==> src/rtl/irq_pkg.sv <==
package irq_pkg;
  typedef enum logic {LVL_LO = 1'b0, LVL_HI = 1'b1} lvl_e;
endpackage

==> src/rtl/irq_pick.sv <==
module irq_pick #(
  parameter int N  = 6,
  parameter int IW = $clog2(N)
) (
  input  logic [N-1:0]  cand,
  output logic          found,
  output logic [IW-1:0] idx
);
  // lowest index wins: scan downward so the last hit is the smallest
  always_comb begin
    found = 1'b0;
    idx   = '0;
    for (int i = N - 1; i >= 0; i--) begin
      if (cand[i]) begin
        found = 1'b1;
        idx   = IW'(i);
      end
    end
  end
endmodule

==> src/rtl/irq_level_trk.sv <==
module irq_level_trk
  import irq_pkg::*;
(
  input  logic clk,
  input  logic rst,
  input  logic set_en,
  input  lvl_e set_lvl,
  input  logic pop,
  output logic svc_lo,
  output logic svc_hi
);
  logic lo_n, hi_n;

  always_comb begin
    lo_n = svc_lo;
    hi_n = svc_hi;
    if (pop) begin
      if (svc_hi) hi_n = 1'b0;
      else        lo_n = 1'b0;
    end
    if (set_en) begin
      if (set_lvl == LVL_HI) hi_n = 1'b1;
      else                   lo_n = 1'b1;
    end
  end

  always_ff @(posedge clk) begin
    if (rst) begin
      svc_lo <= 1'b0;
      svc_hi <= 1'b0;
    end else begin
      svc_lo <= lo_n;
      svc_hi <= hi_n;
    end
  end

  // return closes the high level first and leaves the low one alone
  p_pop_hi_first_r8: assert property (@(posedge clk) disable iff (rst)
    pop && svc_hi && !set_en |=> !svc_hi && (svc_lo == $past(svc_lo)));
  // return with only low open clears low
  p_pop_lo_r8: assert property (@(posedge clk) disable iff (rst)
    pop && !svc_hi && !set_en |=> !svc_lo && !svc_hi);
  // flags only rise through an accepted take
  p_rise_by_take_r6: assert property (@(posedge clk) disable iff (rst)
    !set_en |=> !$rose(svc_lo) && !$rose(svc_hi));
endmodule

==> src/rtl/irq_prio_ctrl.sv <==
module irq_prio_ctrl
  import irq_pkg::*;
#(
  parameter int N_SRC = 6,
  localparam int IW   = $clog2(N_SRC)
) (
  input  logic             clk,
  input  logic             rst,
  input  logic [N_SRC-1:0] irq_req,
  input  logic [N_SRC-1:0] src_en,
  input  logic             glb_en,
  input  logic [N_SRC-1:0] prio_hi,
  input  logic             take,
  input  logic             reti,
  output logic             call_req,
  output logic [IW-1:0]    vec_idx,
  output logic [N_SRC-1:0] ack,
  output logic             svc_lo,
  output logic             svc_hi
);
  logic [N_SRC-1:0] elig, cand_hi, cand_lo;
  logic             f_hi, f_lo;
  logic [IW-1:0]    i_hi, i_lo;
  logic             win_ok;
  logic [IW-1:0]    win_idx;
  lvl_e             win_lvl, call_lvl;
  logic             accept;

  assign elig    = irq_req & src_en & {N_SRC{glb_en}};
  assign cand_hi = elig & prio_hi;
  assign cand_lo = elig & ~prio_hi;

  irq_pick #(.N(N_SRC), .IW(IW)) u_pick_hi (.cand(cand_hi), .found(f_hi), .idx(i_hi));
  irq_pick #(.N(N_SRC), .IW(IW)) u_pick_lo (.cand(cand_lo), .found(f_lo), .idx(i_lo));

  // level gating by in-service state
  always_comb begin
    win_ok  = 1'b0;
    win_idx = '0;
    win_lvl = LVL_LO;
    if (!svc_hi) begin
      if (f_hi) begin
        win_ok  = 1'b1;
        win_idx = i_hi;
        win_lvl = LVL_HI;
      end else if (f_lo && !svc_lo) begin
        win_ok  = 1'b1;
        win_idx = i_lo;
      end
    end
  end

  assign accept = call_req && take;

  always_ff @(posedge clk) begin
    if (rst) begin
      call_req <= 1'b0;
      vec_idx  <= '0;
      call_lvl <= LVL_LO;
      ack      <= '0;
    end else begin
      ack <= '0;
      if (accept) begin
        call_req     <= 1'b0;
        ack[vec_idx] <= 1'b1;
      end else if (!call_req && win_ok) begin
        call_req <= 1'b1;
        vec_idx  <= win_idx;
        call_lvl <= win_lvl;
      end
    end
  end

  irq_level_trk u_trk (
    .clk(clk), .rst(rst), .set_en(accept), .set_lvl(call_lvl),
    .pop(reti), .svc_lo(svc_lo), .svc_hi(svc_hi)
  );

  // pending call holds until take
  p_call_hold_r4: assert property (@(posedge clk) disable iff (rst)
    call_req && !take |=> call_req && $stable(vec_idx));
  // accepted take yields an acknowledge next cycle and drops the call
  p_ack_follows_take_r5: assert property (@(posedge clk) disable iff (rst)
    call_req && take |=> (ack != '0) && !call_req);
  // acknowledge is one-hot and lasts one cycle
  p_ack_onehot_r5: assert property (@(posedge clk) disable iff (rst)
    $onehot0(ack));
  p_ack_single_r5: assert property (@(posedge clk) disable iff (rst)
    (ack != '0) |=> (ack == '0));
  // nothing is raised while the high level is in service
  p_block_when_hi_r7: assert property (@(posedge clk) disable iff (rst)
    svc_hi && !call_req |=> !call_req);
  // no call without global enable
  p_need_glb_r2: assert property (@(posedge clk) disable iff (rst)
    !glb_en && !call_req |=> !call_req);
endmodule

==> config.mk <==
export PLATFORM = sky130hd
export DESIGN_NAME = irq_prio_ctrl
export DESIGN_NICKNAME = d
export VERILOG_FILES = /design/src/rtl/irq_pkg.sv /design/src/rtl/irq_pick.sv /design/src/rtl/irq_level_trk.sv /design/src/rtl/irq_prio_ctrl.sv
export SDC_FILE = /design/constraint.sdc
export NUM_CORES = 1
export LEC_CHECK = 0
export ABC_AREA = 1
export BUFFER_PORTS_ARGS = -buffer_cell sky130_fd_sc_hd__buf_2
export CORE_ASPECT_RATIO = 0.75
export CORE_MARGIN = 4
export CORE_UTILIZATION = 41
export CTS_BUF_LIST = sky130_fd_sc_hd__clkbuf_8 sky130_fd_sc_hd__clkbuf_16
export CTS_CLUSTER_SIZE = 8
export DETAILED_ROUTE_END_ITERATION = 16
export PLACE_DENSITY = 0.73
export SLEW_MARGIN = 15
export SYNTH_ARGS = -nofsm -noshare
export SYNTH_HDL_FRONTEND = slang
export SYNTH_HIERARCHICAL = 1
export SYNTH_SLANG_ARGS = --single-unit
==> constraint.sdc <==
create_clock -name clk -period 1 [get_ports clk]
set_input_delay 0.05 -clock clk [delete_from_list [all_inputs] [get_ports clk]]
set_output_delay 0.05 -clock clk [all_outputs]
set_load 0.01 [all_outputs]
==> impl_results.md <==
* Total die area at 0.00274 mm^2
* Drt wl/cell at 13.1 um
* Layout area overhead at 59.5%
* Hold Path Class: input port to flop
* Static leakage at 0.643 nW
* Gr usage total at 0.167
* Iteration count of the initial detailed-routing pass at 4
* Max-cap viol count at 0
* Initial antenna violation count at 0
* Comb power frac at 0.318
* Power Total at 1.53 mW
* Die Height at 46.3 um
* Most frequent cells in the layout: nand2_1 (32), buf_2 (31), inv_1 (28)
* Startpoint Class: input port
* Clock group share of total power at 0.290
* Clk sink count at 13
* H-tree Lvls at 1
* Worst Path Max Fanout at 8
* Skew-Pair Late Insertion Delay at 0.24 ns
* Cell variety after synth at 14
* # setup viols final at 4
* Vias in the first global route at 834
* Mapped Cells at 136
* Sequential power share at 0.393
* Commonest non-fill, non-tap cell in the layout: nand2_1
* P_int at 1.03 mW
* I/O Buffers at 34
* Worst path top cell family by delay: simple AND/OR/NAND/NOR gates
* Vias at 1015
* Slowest-stage cell, CP: buf_4
* Worst-Margin Slew at 0.230 ns
* WP data required at 1.17 ns
* Met3 usage at 0.0504
* N_diodes at 0
* Cell Rows at 13
* Largest net degree at the start of global routing at 9
* Post-layout util at 0.716
* Grt peak-use layer: met2
* CTS tree: yes
* Worst vdd ir at 0.00122 V
* Max-slew headroom at 0.845
* Max Fclk at 962 MHz
* Fin. Hold Viols at 0
* P_sw at 0.503 mW
* Worst Slack Setup Final at -0.0391 ns
* Core Box Area at 0.00179 mm^2
* Iteration-0 DRC Markers at 16
* GPL Wtd Cong at 0.779
* Total CTS buffers at 3
* Status: finished, violations left
* Met1 track demand over resource at 0.222
* Max stage delay on crit path at 0.19 ns
* Failing checks: setup timing
* Ratio of cells with drive above 1 in the final layout at 0.473
* Post-Syn Nets at 159
* Synth Warn # at 6
* Cell area after synthesis at 803 um^2
* Post-route ant nets at 0
* Yosys reg bits at 13
* Io pins at 35
* Power Density at 1190 mW/mm^2
* Switching Share at 0.329
* Met2 GRT Util at 0.264
* Fin nets at 206
* WL final at 2670 um
* Register area share after synthesis at 0.324
* Synth Area per Inst at 5.91 um^2
* WS Path Type: input port to flop
* Max-slew violation count at 0
* Final critical-path required period at 1.04 ns
* Period Utilization, post-route at 1.04
* DRC violation count after routing at 0
* CP Data Arrival Time at 1.21 ns
* DR vias/cell at 4.98
* CP dominant cell by count: nor2_1
* Post-route clock skew at 0.00363 ns
* Clock transition at path regs at 0.05 ns
* Die X at 59.1 um
* Crit end category: flop
* Post-CTS Hold Buffers at 0
* WP buf/inv at 2
* CP Cell Sequence: buf_12 -> nand3_2 -> nor2_4 -> nor2_2 -> nand4_1 -> buf_4 -> nor2_1 -> nand2_1 -> nand2_1 -> nor2_1 -> nor2_1
* Hpwl dp at 1650 um
* CTS Root Cell: clkbuf_8
* Remaining Overflow, GRT at 0
* Unrepaired setup endpoints after global routing: true
* Initial core utilization at 0.449
* Global-route wire length before repair at 3440 um
* CTS Buffer Depth at 2
==> flip-flops by register name, summed over array words and instances (netlist names) <==
register	count
call_lvl	1
vec_idx	3
u_trk/svc_lo	1
u_trk/svc_hi	1
call_req	1
ack	6
==> power by group through the flow <==
stage	Clock (mW)	Combinational, mW	Sequential (mW)
finish	0.443	0.486	0.600
CTS	0.459	0.397	0.593
floorplan	0	0.233	0.618
global route	0.491	0.534	0.607
global placement	0	0.374	0.603
detailed placement	0	0.385	0.603
==> metal layers <==
| layer | up-vias | share of wire | wire [um] |
|---|---|---|---|
| met3 | 4 | 0.053 | 141 |
| met1 | 473 | 0.43 | 1140 |
| met4 | 0 | 0.011 | 30 |
| li1 | 502 | - | - |
| met2 | 36 | 0.51 | 1360 |
| met5 | - | 0 | 0 |
==> worst reg2reg max path, cell delays in order, from the launching register on <==
cell	delay (ns)
dfxtp_1	0.35
nor2_4	0.13
nand2_1	0.12
nor2_1	0.14
nor2_1	0.06
==> final timing paths <==
check,start,to,slack (ns),cells past startpoint
max reg2reg,u_trk/svc_hi,vec_idx[2],0.09,4
min reg2reg,call_lvl,call_lvl,0.49,2
min,rst,u_trk/svc_lo,0.009,2
max,glb_en,vec_idx[2],-0.04,11
==> Yosys cell counts <==
cell type | n | area (um^2)
nor3_1 | 8 | 40.0
nor2_4 | 1 | 11.3
nor2_2 | 5 | 31.3
buf_4 | 1 | 7.51
a21oi_1 | 5 | 25.0
inv_1 | 31 | 116
nand2_2 | 3 | 18.8
a21oi_2 | 1 | 8.76
nand3_1 | 9 | 45.0
nand4_1 | 2 | 12.5
nand3_2 | 2 | 20.0
nor2_1 | 23 | 86.3
nand2_1 | 32 | 120
dfxtp_1 | 13 | 260
==> cell type report <==
| class | instances | area, um^2 |
|---|---|---|
| Clock buffer | 3 | 41.3 |
| Clock inverter | 1 | 3.75 |
| Timing Repair Buffer | 43 | 269 |
| Sequential cell | 13 | 263 |
| Inverter | 31 | 116 |
| Multi-Input combinational cell | 91 | 561 |
| Fill cell | 154 | 508 |
| Tap cell | 22 | 27.5 |
==> per-stage QoR <==
step / hold slack (ns) / setup slack, ns / std cells / instance area, um^2 / TNS (ns)
3_3_place_gp: 0.261 / -0.341 / 198 / 1050 / -1.44
3_5_place_dp: 0.260 / -0.350 / 198 / 1050 / -1.55
4_1_cts: 0.00878 / 0.00460 / 203 / 1110 / 0
5_1_grt: 0.000261 / -0.118 / 204 / 1280 / -0.331
2_1_floorplan: 0.112 / 0.00158 / 136 / 803 / 0
6_report: 0.00879 / -0.0391 / 204 / 1280 / -0.0726
==> cells by family after synthesis <==
logic type / share of synthesized area
buffers and inverters: 0.154
and+or+nand+nor: 0.480
DFF: 0.324
AOI/OAI and AO/OA: 0.0421
==> what timing repair did <==
item	CTS	global route
pin swaps	0	11
endpoints found under the setup margin	4	10
resized for setup	4	43
setup buffers	1	1
(Power assumes the default switching activity.)
